--- config.mk ---
export PLATFORM = sky130hd
export DESIGN_NAME = eee_lpi_ctrl
export DESIGN_NICKNAME = d
export VERILOG_FILES = /design/src/rtl/eee_lpi_pkg.sv /design/src/rtl/eee_tick_timer.sv /design/src/rtl/eee_tx_seq.sv /design/src/rtl/eee_evt_flags.sv /design/src/rtl/eee_lpi_ctrl.sv
export SDC_FILE = /design/constraint.sdc
export NUM_CORES = 1
export LEC_CHECK = 0
export BUFFER_PORTS_ARGS = -buffer_cell sky130_fd_sc_hd__buf_2
export CAP_MARGIN = 20
export CORE_UTILIZATION = 47
export DETAILED_ROUTE_END_ITERATION = 16
export GPL_TIMING_DRIVEN = 0
export PLACE_DENSITY = 0.72
export RECOVER_POWER = 50
export SETUP_SLACK_MARGIN = 0.05
export SYNTH_ARGS = -nofsm -noshare
export SYNTH_HDL_FRONTEND = slang
export SYNTH_SLANG_ARGS = --single-unit
--- constraint.sdc ---
create_clock -name clk -period 1.5 [get_ports clk]
set_input_delay 0.225 -clock clk [delete_from_list [all_inputs] [get_ports clk]]
set_output_delay 0.225 -clock clk [all_outputs]
set_load 0.05 [all_outputs]
--- src/rtl/eee_lpi_pkg.sv ---
`timescale 1ns/1ps
package eee_lpi_pkg;

    typedef enum logic [1:0] {
        ST_IDLE      = 2'd0,
        ST_WAIT_LINK = 2'd1,
        ST_LPI       = 2'd2,
        ST_WAKE      = 2'd3
    } lpi_state_e;

    // Packed so that tx_enter lands on bit 0 of the status vector.
    typedef struct packed {
        logic rx_leave;
        logic rx_enter;
        logic tx_leave;
        logic tx_enter;
    } lpi_evt_t;

    localparam int EVT_N = $bits(lpi_evt_t);

    // Queue gate for entering LPI: only matters in automatic mode.
    function automatic logic queue_allows_lpi(input logic auto_mode,
                                              input logic q_empty,
                                              input logic req);
        return !auto_mode || (q_empty && !req);
    endfunction

    // Conditions that force the transmitter out of LPI.
    function automatic logic lpi_must_leave(input logic any_en,
                                            input logic link,
                                            input logic auto_mode,
                                            input logic req);
        return !any_en || !link || (auto_mode && req);
    endfunction

endpackage

--- src/rtl/eee_tick_timer.sv ---
`timescale 1ns/1ps
module eee_tick_timer #(
    parameter int W = 16
) (
    input  logic         clk,
    input  logic         rst,
    input  logic         tick,
    input  logic         clear,
    input  logic [W-1:0] limit,
    output logic         done
);
    localparam logic [W-1:0] CNT_MAX = '1;

    logic [W-1:0] cnt;

    always_ff @(posedge clk) begin
        if (rst || clear)
            cnt <= '0;
        else if (tick && (cnt != CNT_MAX))
            cnt <= cnt + 1'b1;
    end

    assign done = (cnt >= limit);
endmodule

--- src/rtl/eee_tx_seq.sv ---
`timescale 1ns/1ps
module eee_tx_seq
    import eee_lpi_pkg::*;
(
    input  logic       clk,
    input  logic       rst,
    input  logic       any_en,
    input  logic       auto_mode,
    input  logic       link_up,
    input  logic       link_ok,
    input  logic       txq_empty,
    input  logic       tx_req,
    input  logic       wake_done,
    output lpi_state_e state,
    output logic       enter_evt,
    output logic       leave_evt
);
    lpi_state_e nxt;

    always_comb begin
        nxt       = state;
        enter_evt = 1'b0;
        leave_evt = 1'b0;
        unique case (state)
            ST_IDLE: begin
                if (any_en)
                    nxt = ST_WAIT_LINK;
            end
            ST_WAIT_LINK: begin
                if (!any_en) begin
                    nxt = ST_IDLE;
                end else if (link_ok && queue_allows_lpi(auto_mode, txq_empty, tx_req)) begin
                    nxt       = ST_LPI;
                    enter_evt = 1'b1;
                end
            end
            ST_LPI: begin
                if (lpi_must_leave(any_en, link_up, auto_mode, tx_req)) begin
                    nxt       = ST_WAKE;
                    leave_evt = 1'b1;
                end
            end
            ST_WAKE: begin
                if (wake_done)
                    nxt = ST_IDLE;
            end
            default: nxt = ST_IDLE;
        endcase
    end

    always_ff @(posedge clk) begin
        if (rst)
            state <= ST_IDLE;
        else
            state <= nxt;
    end
endmodule

--- src/rtl/eee_evt_flags.sv ---
`timescale 1ns/1ps
module eee_evt_flags #(
    parameter int N = 4
) (
    input  logic         clk,
    input  logic         rst,
    input  logic [N-1:0] set,
    input  logic         rd,
    output logic [N-1:0] flags
);
    for (genvar i = 0; i < N; i++) begin : g_flag
        always_ff @(posedge clk) begin
            if (rst)
                flags[i] <= 1'b0;
            else
                flags[i] <= set[i] | (flags[i] & ~rd);
        end
    end
endmodule

--- src/rtl/eee_lpi_ctrl.sv ---
`timescale 1ns/1ps
module eee_lpi_ctrl
    import eee_lpi_pkg::*;
#(
    parameter int WAKE_W = 16,
    parameter int LS_W   = 11,
    localparam int CFG_W = WAKE_W + LS_W
) (
    input  logic             clk,
    input  logic             rst,
    input  logic             ms_tick,
    input  logic             us_tick,
    input  logic             lpi_en,
    input  logic             auto_tx,
    input  logic             link_up,
    input  logic [CFG_W-1:0] timer_cfg,
    input  logic             txq_empty,
    input  logic             tx_req,
    input  logic             rx_lpi_ind,
    input  logic             stat_rd,
    output logic             tx_lpi,
    output logic             tx_hold,
    output logic [3:0]       lpi_status,
    output logic             lpi_irq
);
    localparam int WAKE_LSB = 0;
    localparam int LS_LSB   = WAKE_LSB + WAKE_W;

    logic [WAKE_W-1:0] wake_time;
    logic [LS_W-1:0]   ls_time;
    logic              ls_done, link_ok, wake_done;
    logic              enter_evt, leave_evt, rx_prev;
    lpi_state_e        state;
    lpi_evt_t          evt;
    logic [EVT_N-1:0]  flags;

    assign wake_time = timer_cfg[WAKE_LSB +: WAKE_W];
    assign ls_time   = timer_cfg[LS_LSB +: LS_W];

    eee_tick_timer #(.W(LS_W)) u_link_timer (
        .clk   (clk),
        .rst   (rst),
        .tick  (ms_tick),
        .clear (!link_up),
        .limit (ls_time),
        .done  (ls_done)
    );
    assign link_ok = link_up && ls_done;

    eee_tick_timer #(.W(WAKE_W)) u_wake_timer (
        .clk   (clk),
        .rst   (rst),
        .tick  (us_tick),
        .clear (state != ST_WAKE),
        .limit (wake_time),
        .done  (wake_done)
    );

    eee_tx_seq u_seq (
        .clk       (clk),
        .rst       (rst),
        .any_en    (lpi_en || auto_tx),
        .auto_mode (auto_tx),
        .link_up   (link_up),
        .link_ok   (link_ok),
        .txq_empty (txq_empty),
        .tx_req    (tx_req),
        .wake_done (wake_done),
        .state     (state),
        .enter_evt (enter_evt),
        .leave_evt (leave_evt)
    );

    always_ff @(posedge clk) begin
        if (rst)
            rx_prev <= 1'b0;
        else
            rx_prev <= rx_lpi_ind;
    end

    always_comb begin
        evt.tx_enter = enter_evt;
        evt.tx_leave = leave_evt;
        evt.rx_enter = rx_lpi_ind && !rx_prev;
        evt.rx_leave = !rx_lpi_ind && rx_prev;
    end

    eee_evt_flags #(.N(EVT_N)) u_flags (
        .clk   (clk),
        .rst   (rst),
        .set   (evt),
        .rd    (stat_rd),
        .flags (flags)
    );

    assign tx_lpi     = (state == ST_LPI);
    assign tx_hold    = (state == ST_WAKE);
    assign lpi_status = flags;
    assign lpi_irq    = |flags;
endmodule

==> key figures, run 1 <==
Critical path
  – Type of origin of the critical path: flop
  – Startpoint of the worst register-to-register path: u_wake_timer.cnt[5]
  – Data arrival time of the worst path: 1790 ps
  – Critical path startpoint: u_wake_timer.cnt[5]
  – Crit Path Class: flop to flop
  – Max FO, Critical Path: 4
  – Worst setup EP type: flop
  – Endpoint required time on the critical path: 1660 ps

Layout
  – Final Net Count: 428
  – FILL cells: 302
  – Fraction of layout instances using a drive strength above 1: 0.497
  – Total area of multi-input combinational cells: 0.00196 mm^2
  – Layout Cell Area excl Fill: 0.00354 mm^2
  – Area delta synth->final: 53.8%
  – Area occupied by registers: 739 um^2
  – Antenna cell count: 0
  – Filler-free cell count of the finished design: 429

Placement
  – Dpl hpwl: 3.56 mm
  – Number of input and output port buffers inserted: 43
  – Worst setup slack after placement: -278 ps
  – Number of placed cells counting well taps: 389
  – Post-placement cell area: 0.00267 mm^2
  – Routability-driven placement congestion ratio: 0.807

Clock tree
  – CTS sink count: 34
  – Clock tree from TritonCTS: built
  – Clock latency at the later pin of the worst-skew pair: 290 ps
  – CTS clock-pin slew for the worst setup and hold paths: 70 ps
  – CTS H-Tree Depth: 2
  – Cell chosen for the clock root: sky130_fd_sc_hd__clkbuf_8
  – Number of buffers added to fix hold violations after cts: 0
  – CTS buffer count: 5
  – Buffers from clock root to sink, at most: 2

GRT
  – Maximum number of pins on one net before global-route repair: 12
  – Global-route layer with the greatest usage: met2
  – Met3 track demand over resource: 0.0514
  – Number of antenna violations at the first check in global routing: 0
  – Grt met1 use: 0.284
  – GRT Total Usage: 0.226
  – Total congestion overflow after global routing: 0
  – Global-route wire length before repair: 9.18 mm
  – GRT met2 Usage: 0.384
  – Number of global-route vias before repair: 2103

Logic synthesis
  – Number of library cell types mapped by synthesis: 44
  – Yosys reg bits: 34
  – Avg Inst Size Synth: 8.24 um^2
  – Number of nets in the synthesized netlist: 346
  – Number of enable flip-flop cells after synthesis: 0
  – Yosys warning total: 0
  – Async set-or-reset flop fraction in the synthesized netlist: 0
  – Fraction of the yosys area taken by sequential cells: 0.296
  – Post-synthesis instance area: 0.00230 mm^2
  – Gate count of the mapped netlist: 279
  – Primary FF master, synth: sky130_fd_sc_hd__dfxtp_1

Timing
  – Post-route minimum period: 1630 ps
  – Setup repair after global routing missed its margin: true
  – Final period util: 1.08
  – Final setup violating endpoints: 15
  – Max frequency: 615 MHz
  – Hold Violations, Final: 0
  – Transition time at the pin with the least slew margin: 597 ps
  – Setup WS post-layout: -127 ps
  – Number of pins exceeding their max-slew limit in the final report: 0
  – Max Clock Skew: 10.4 ps
  – Headroom to the max-slew limit: 0.604

Detailed routing
  – DRC violation count after routing: 0
  – DR WL/cell: 14.6 um
  – Number of nets with antenna violations after routing: 0
  – Detailed-router iteration count before antenna repair: 4
  – Total via count in the routed design: 2258
  – 1st-iter DRT viols: 58
  – Via-to-Cell Ratio: 5.26
  – Final wirelength: 6.26 mm

Power
  – Pwr Density: 527 mW/mm^2
  – Peak VDD IR: 0.000409 V
  – Leakage power figure: 0.00152 uW
  – Power, Total: 1870 uW

Floorplan
  – Total core area: 0.00472 mm^2
  – Initial cell density of the core: 0.487
  – # rows: 25
  – Number of I/O pins: 45
  – Die area: 0.00517 mm^2
  – Height of the die: 71.9 um
  – Die width: 71.9 um

Min path
  – Hold Path Origin: rx_lpi_ind
  – Hold WC Path Type: input port to flop

Run
  – Reported max-cap violation count: 0

Run status
  – Violations in the final reports: negative setup slack
  – Result of the run: complete, but fails checks
[report_power, final]
part	switching, uW	internal [uW]	total, uW
sequential	7.63	891	899
clock	341	369	710
combinational	133	124	257
total	481	1380	1870
[per-stage QoR]
| stage | utilization | TNS [ps] | hold WS, ps |
|---|---|---|---|
| CTS | 0.674 | -243 | 175 |
| detailed placement | 0.566 | -2850 | 472 |
| floorplan | - | -62.5 | 353 |
| global placement | 0.566 | -2610 | 460 |
| finish | 0.749 | -699 | 182 |
| global route | 0.749 | -2260 | 219 |
[layout by cell type, fill, tap and decap left out, types with 7 or more instances in the layout]
cell type and n:
sky130_fd_sc_hd__nand4_1 7, sky130_fd_sc_hd__xor2_1 14, sky130_fd_sc_hd__dfxtp_4 11, sky130_fd_sc_hd__xnor2_1 7, sky130_fd_sc_hd__buf_4 22, sky130_fd_sc_hd__nor2_1 30
sky130_fd_sc_hd__buf_6 8, sky130_fd_sc_hd__dfxtp_2 14, sky130_fd_sc_hd__ha_4 13, sky130_fd_sc_hd__inv_1 31, sky130_fd_sc_hd__buf_2 37, sky130_fd_sc_hd__ha_1 14
sky130_fd_sc_hd__dfxtp_1 9, sky130_fd_sc_hd__nand2_1 15, sky130_fd_sc_hd__a21oi_1 11, sky130_fd_sc_hd__nand2b_1 9
[final timing paths]
kind                           end  slack [ps]  depth (start not counted)
setup / recovery              flop        -130                          7
hold / removal             rx_prev         180                          2
setup reg to reg              flop        -130                          7
hold reg to reg   u_flags.flags[3]         470                          2
[routing by layer]
metal,up-vias,share of wire
met5,-,0
met4,0,0.037
met3,21,0.045
met2,71,0.47
met1,1029,0.45
li1,1137,-
[critical path: stages (launching register included)]
cell	delay, ps
sky130_fd_sc_hd__dfxtp_4	360
sky130_fd_sc_hd__ha_1	290
sky130_fd_sc_hd__nand2_1	100
sky130_fd_sc_hd__nor3_2	270
sky130_fd_sc_hd__a21oi_2	120
sky130_fd_sc_hd__o21ai_2	160
sky130_fd_sc_hd__buf_4	130
sky130_fd_sc_hd__a31oi_1	60
[state kept, by name (all words and copies together) (netlist names), named ones only]
| name | cells |
|---|---|
| u_flags.flags | 4 |
| u_wake_timer.cnt | 16 |
| rx_prev | 1 |
| u_link_timer.cnt | 11 |
| u_seq.state | 1 |
[cell families after synthesis]
family / share of synthesized area
AND/OR/NAND/NOR: 0.276
AO/OA/AOI/OAI: 0.114
buffers and inverters: 0.0626
flip-flops: 0.296
adder cells (fa/ha/maj): 0.158
XOR/XNOR: 0.0800
multiplexers: 0.0131
[synth_stat cells (all sizes together), types with 6 or more instances]
cell type  instances  area (um^2)
a21oi             16         80.1
and3              11         72.6
and4               6         56.3
clkbuf             6         23.8
dfxtp             34          681
ha                29          363
inv               32          120
nand2             18         67.6
nand2b            10         62.6
nand3             11         65.1
nand4              8         65.1
nor2              32          120
o21ai              7         38.8
xnor2              7         61.3
xor2              14          123
[final cells by class]
cell class	count	area share
multi-input cells	208	0.553
flip-flops and latches	34	0.209
repair buffers	76	0.149
inverters	32	0.0340
well taps	67	0.0237
clock buffers	6	0.0234
plain buffers	4	0.00460
clock inverters	2	0.00354
[repair_timing]
action / CTS / global route
setup buffers: 15 / 19
cloned: 1 / 0
pin swaps: 30 / 38
endpoints found under the setup margin: 29 / 29
gates resized for setup: 70 / 51
Note: power is estimated with default switching activity, not from simulation.
==> run 2, diff against run 1 <==
--- a/config.mk
+++ b/config.mk
@@ -7,6 +7,7 @@
 export LEC_CHECK = 0
 export BUFFER_PORTS_ARGS = -buffer_cell sky130_fd_sc_hd__buf_2
 export CAP_MARGIN = 20
+export CORE_MARGIN = 2
 export CORE_UTILIZATION = 47
 export DETAILED_ROUTE_END_ITERATION = 16
 export GPL_TIMING_DRIVEN = 0
==> constraint.sdc (replaced) <==
create_clock -name clk -period 1.5 [get_ports clk]
set_input_delay 0.225 -clock clk [delete_from_list [all_inputs] [get_ports clk]]
set_output_delay 0.225 -clock clk [all_outputs]
set_load 0.005 [all_outputs]
==> key figures, run 2 (synthesized netlist as in run 1, its figures left out) <==
Timing
  – Setup repair after global routing missed its margin: true
  – Max Clock Skew: 4.54 ps
  – Hold Violations, Final: 0
  – Final period util: 1.08
  – Setup WS post-layout: -113 ps
  – Headroom to the max-slew limit: 0.633
  – Post-route minimum period: 1610 ps
  – Final setup violating endpoints: 8
  – Setup total negative slack: -487 ps
  – Worst hold slack across all endpoints: 181 ps
  – Transition time at the pin with the least slew margin: 550 ps
  – Max frequency: 620 MHz
  – Number of pins exceeding their max-slew limit in the final report: 0

Critical path
  – Crit-path leading delay family: compound AO/OA/AOI/OAI gates
  – Startpoint of the worst register-to-register path: u_link_timer.cnt[2]
  – Worst r2r path cells: 6
  – Worst setup EP type: flop
  – Cell-by-cell listing of the critical path: ha_4 -> a21o_1 -> a31oi_4 -> o211ai_1 -> a21bo_1 -> a311oi_1
  – Data arrival time of the worst path: 1820 ps
  – Critical path startpoint: u_link_timer.cnt[2]
  – Endpoint required time on the critical path: 1710 ps
  – Slowest cell delay on critical path: 370 ps
  – Critical Path Stages: 6
  – Crit Path Class: flop to flop
  – Max FO, Critical Path: 6
  – Number of buffers and inverters on the critical path: 0
  – Type of origin of the critical path: flop
  – Highest-delay cell along the critical path: sky130_fd_sc_hd__dfxtp_4

Run status
  – Result of the run: complete, but fails checks
  – Violations in the final reports: negative setup slack

Clock tree
  – Buffers from clock root to sink, at most: 2
  – Clock latency at the later pin of the worst-skew pair: 290 ps
  – Cell chosen for the clock root: sky130_fd_sc_hd__clkbuf_8
  – CTS H-Tree Depth: 2
  – CTS sink count: 34
  – CTS clock-pin slew for the worst setup and hold paths: 70 ps
  – Clock tree from TritonCTS: built
  – CTS buffer count: 5
  – Number of buffers added to fix hold violations after cts: 0

Floorplan
  – Die area: 0.00547 mm^2
  – Total core area: 0.00472 mm^2
  – Number of I/O pins: 45
  – Initial cell density of the core: 0.487
  – # rows: 25
  – Die width: 73.9 um
  – Height of the die: 73.9 um

Layout
  – Largest registers: u_wake_timer.cnt: 16 flops, u_link_timer.cnt: 11 flops, u_flags.flags: 4 flops
  – Final Net Count: 415
  – Antenna cell count: 0
  – Fraction of layout instances using a drive strength above 1: 0.438
  – Top library cells by usage in the layout, fill and taps aside: sky130_fd_sc_hd__buf_2, sky130_fd_sc_hd__nor2_1, sky130_fd_sc_hd__inv_1, sky130_fd_sc_hd__ha_1, sky130_fd_sc_hd__nand2_1
  – Most common cell after layout, fill and taps aside: sky130_fd_sc_hd__buf_2
  – Reg with most FFs: u_wake_timer.cnt
  – Post-route core utilization: 0.708
  – Filler-free cell count of the finished design: 416
  – Number of flip-flops in the largest register: 16
  – Area delta synth->final: 45.5%

Placement
  – Number of input and output port buffers inserted: 43
  – Dpl hpwl: 3.57 mm
  – Routability-driven placement congestion ratio: 0.763
  – Worst setup slack after placement: -283 ps
  – Number of placed cells counting well taps: 389

Min path
  – Hold Path Origin: rx_lpi_ind
  – Hold WC Path Type: input port to flop
  – Worst hold path depth: 2

Detailed routing
  – Final wirelength: 5.51 mm
  – Via-to-Cell Ratio: 5.07
  – Detailed-router iteration count before antenna repair: 4
  – 1st-iter DRT viols: 84
  – DR WL/cell: 13.2 um
  – DRC violation count after routing: 0
  – Number of nets with antenna violations after routing: 0
  – Total via count in the routed design: 2111

Run
  – Reported max-cap violation count: 0

Power
  – Peak VDD IR: 0.000551 V
  – Leakage power figure: 0.00143 uW
  – Pwr Density: 548 mW/mm^2

GRT
  – Global-route wire length before repair: 8.51 mm
  – Number of global-route vias before repair: 2027
  – Total congestion overflow after global routing: 0
  – Number of antenna violations at the first check in global routing: 0
  – GRT Total Usage: 0.198
  – Maximum number of pins on one net before global-route repair: 11
-- run 2: worst paths after layout --
check / endpoint / slack (ps)
hold / removal: rx_prev / 180
setup reg to reg: u_seq.state[0] / -110
setup / recovery: u_seq.state[0] / -110
hold reg to reg: u_flags.flags[3] / 480
-- run 2: repair_timing --
action,4_1_cts,5_1_grt
cloned,1,0
pin swaps,14,30
endpoints found under the setup margin,28,28
resized for setup,48,48
buffers inserted,9,11
-- run 2: area by class of cell --
cell class | count | area (um^2)
clock inverter | 1 | 5.00
timing repair buffer | 63 | 405
tap | 67 | 83.8
sequential | 34 | 738
fill | 356 | 1380
multi-input combinational | 208 | 1890
clock buffer | 7 | 86.3
inverter | 32 | 120
buffer | 4 | 16.3
-- run 2: worst register-to-register path, cell delays in order, from the launching register on --
cell,delay (ps)
sky130_fd_sc_hd__dfxtp_4,370
sky130_fd_sc_hd__ha_4,230
sky130_fd_sc_hd__a21o_1,180
sky130_fd_sc_hd__a31oi_4,140
sky130_fd_sc_hd__o211ai_1,160
sky130_fd_sc_hd__a21bo_1,230
sky130_fd_sc_hd__a311oi_1,230
-- run 2: routing by layer --
layer | share of wire | vias up | GRT usage
met5 | 0 | - | 0
met4 | 0.013 | 0 | 0.0525
met3 | 0.022 | 9 | 0.0447
met2 | 0.54 | 28 | 0.373
met1 | 0.43 | 963 | 0.224
li1 | - | 1111 | -
-- run 2: power by group --
group | switching (uW) | internal, uW
registers | 8.07 | 892
logic | 107 | 113
clock network | 344 | 370
-- run 2: through the flow --
step	total power, uW	instance area, um^2
after floorplan	1040	2370
after global placement	1110	2670
after detailed placement	1110	2670
after CTS	1810	3000
after global routing	1910	3340
final	1830	3340
==> run 3, diff against run 2 <==
--- a/config.mk
+++ b/config.mk
@@ -13,7 +13,7 @@
 export GPL_TIMING_DRIVEN = 0
 export PLACE_DENSITY = 0.72
 export RECOVER_POWER = 50
-export SETUP_SLACK_MARGIN = 0.05
+export SETUP_SLACK_MARGIN = 0.15
 export SYNTH_ARGS = -nofsm -noshare
 export SYNTH_HDL_FRONTEND = slang
 export SYNTH_SLANG_ARGS = --single-unit
==> constraint.sdc (replaced) <==
create_clock -name clk -period 1.5 [get_ports clk]
set_input_delay 0 -clock clk [delete_from_list [all_inputs] [get_ports clk]]
set_output_delay 0 -clock clk [all_outputs]
set_load 0.005 [all_outputs]
==> key figures, run 3 (synthesized netlist as in run 1, its figures left out) <==
Layout
  – FILL cells: 332
  – Post-route core utilization: 0.734
  – Final Net Count: 423
  – Reg with most FFs: u_wake_timer.cnt
  – Most common cell after layout, fill and taps aside: sky130_fd_sc_hd__buf_2
  – Filler-free cell count of the finished design: 424
  – Fraction of layout instances using a drive strength above 1: 0.451
  – Largest registers: u_wake_timer.cnt: 16 flops, u_link_timer.cnt: 11 flops, u_flags.flags: 4 flops
  – Top library cells by usage in the layout, fill and taps aside: sky130_fd_sc_hd__buf_2, sky130_fd_sc_hd__nor2_1, sky130_fd_sc_hd__inv_1, sky130_fd_sc_hd__buf_4
  – Area occupied by registers: 747 um^2
  – Total area of multi-input combinational cells: 0.00192 mm^2
  – Area delta synth->final: 50.7%
  – Number of flip-flops in the largest register: 16
  – Antenna cell count: 0

Critical path
  – Crit Path Class: flop to flop
  – Cell-by-cell listing of the critical path: and4_2 -> nand3_4 -> o211ai_1 -> xor2_1 -> nor2_1
  – Max FO, Critical Path: 5
  – Slowest cell delay on critical path: 430 ps
  – Data arrival time of the worst path: 1810 ps
  – Type of origin of the critical path: flop
  – Worst r2r path cells: 5
  – Highest-delay cell along the critical path: sky130_fd_sc_hd__and4_2
  – Endpoint required time on the critical path: 1680 ps
  – Worst setup EP type: flop

Detailed routing
  – 1st-iter DRT viols: 60
  – Number of nets with antenna violations after routing: 0
  – Total via count in the routed design: 2266
  – Via-to-Cell Ratio: 5.34
  – Final wirelength: 6.17 mm
  – Met1 Routed Length: 2.62 mm
  – Routed wl met2: 3.23 mm
  – DRC violation count after routing: 0
  – Wire length on met3: 159 um
  – DR WL/cell: 14.6 um
  – Top layer used by detailed routing: met4
  – Detailed-router iteration count before antenna repair: 4

Placement
  – Dpl hpwl: 3.66 mm
  – Routability-driven placement congestion ratio: 0.783
  – Number of placed cells counting well taps: 389
  – Number of input and output port buffers inserted: 43

Run
  – Reported max-cap violation count: 0

Timing
  – Setup WS post-layout: -136 ps
  – Number of pins exceeding their max-slew limit in the final report: 0
  – Final period util: 1.09
  – Final setup violating endpoints: 15
  – Max Clock Skew: 6.44 ps
  – Setup total negative slack: -887 ps
  – Hold Violations, Final: 0
  – Post-route minimum period: 1640 ps
  – Setup repair after global routing missed its margin: true
  – Transition time at the pin with the least slew margin: 527 ps
  – Max frequency: 611 MHz
  – Headroom to the max-slew limit: 0.648

GRT
  – Number of global-route vias before repair: 2124
  – Number of antenna violations at the first check in global routing: 0
  – Maximum number of pins on one net before global-route repair: 11
  – GRT Total Usage: 0.225
  – Total congestion overflow after global routing: 0
  – Global-route wire length before repair: 9.60 mm

Min path
  – Hold WC Path Type: input port to flop
  – Worst hold path depth: 2

Floorplan
  – Die width: 73.9 um
  – # rows: 25
  – Die area: 0.00547 mm^2
  – Initial cell density of the core: 0.487
  – Height of the die: 73.9 um
  – Total core area: 0.00472 mm^2
  – Number of I/O pins: 45

Clock tree
  – Clock tree from TritonCTS: built
  – CTS sink count: 34
  – Clock latency at the later pin of the worst-skew pair: 300 ps
  – Cell chosen for the clock root: sky130_fd_sc_hd__clkbuf_8
  – CTS buffer count: 5
  – CTS H-Tree Depth: 2
  – Buffers from clock root to sink, at most: 2
  – CTS clock-pin slew for the worst setup and hold paths: 70 ps

Power
  – Leakage power figure: 0.00149 uW
  – Pwr Density: 559 mW/mm^2
  – Power, Total: 1940 uW
  – Peak VDD IR: 0.000534 V

Run status
  – Result of the run: complete, but fails checks
  – Violations in the final reports: negative setup slack
[run 3: cell types whose count changed in the layout (fill, tap and decap cells not counted), sizes merged]
cell and change:
clkbuf +5, dlygate4sd3 +3, buf +1, clkinv -1
[run 3: repair_timing]
item / in CTS / in global routing
pin swaps: 30 / 21
cloned: 1 / 0
hold buffers: 3 / 0
endpoints found under the hold margin: 4 / 0
endpoints found under the setup margin: 28 / 28
gates resized for setup: 69 / 26
buffers inserted: 18 / 5
[run 3: per-stage QoR]
stage               setup WS [ps]  hold WS [ps]  instance area (um^2)
CTS                          -114          62.1                  3290
global route                 -212           101                  3460
finish                       -136          67.7                  3460
global placement             -210           248                  2730
floorplan                   -62.5           128                  2430
detailed placement           -241           248                  2730
[run 3: area by class of cell]
cell class,instances,share of cell area
clock buffers,8,0.0318
inverters,32,0.0347
multi-input cells,208,0.555
well taps,67,0.0242
flip-flops and latches,34,0.216
plain buffers,6,0.0134
repair buffers,69,0.125
[run 3: power by group]
part | leakage [uW] | switching (uW) | internal (uW)
Combinational | 0.00114 | 111 | 113
Clock | 0.0000575 | 355 | 464
Sequential | 0.000292 | 8.87 | 887
Total | 0.00149 | 475 | 1460
[run 3: path summary, 6_finish.rpt]
kind / from / to / slack [ps]
hold reg to reg: rx_prev / u_flags.flags[3] / 460
setup reg to reg: u_wake_timer.cnt[14] / u_wake_timer.cnt[5] / -140
setup / recovery: u_wake_timer.cnt[14] / u_wake_timer.cnt[5] / -140
hold / removal: rst / u_flags.flags[1] / 70
[run 3: routing by layer]
metal,GRT usage,vias up
met2,0.390,42
met5,0,-
met4,0.0970,0
met3,0.0379,15
met1,0.274,1076
li1,-,1133
[run 3: worst max-delay path, delay by kind of cell (launching register included)]
kind,cells,cell delay [ps]
DFF,1,400
xor gates and xnor gates,1,200
and+or+nand+nor,3,660
AOI/OAI and AO/OA,1,250
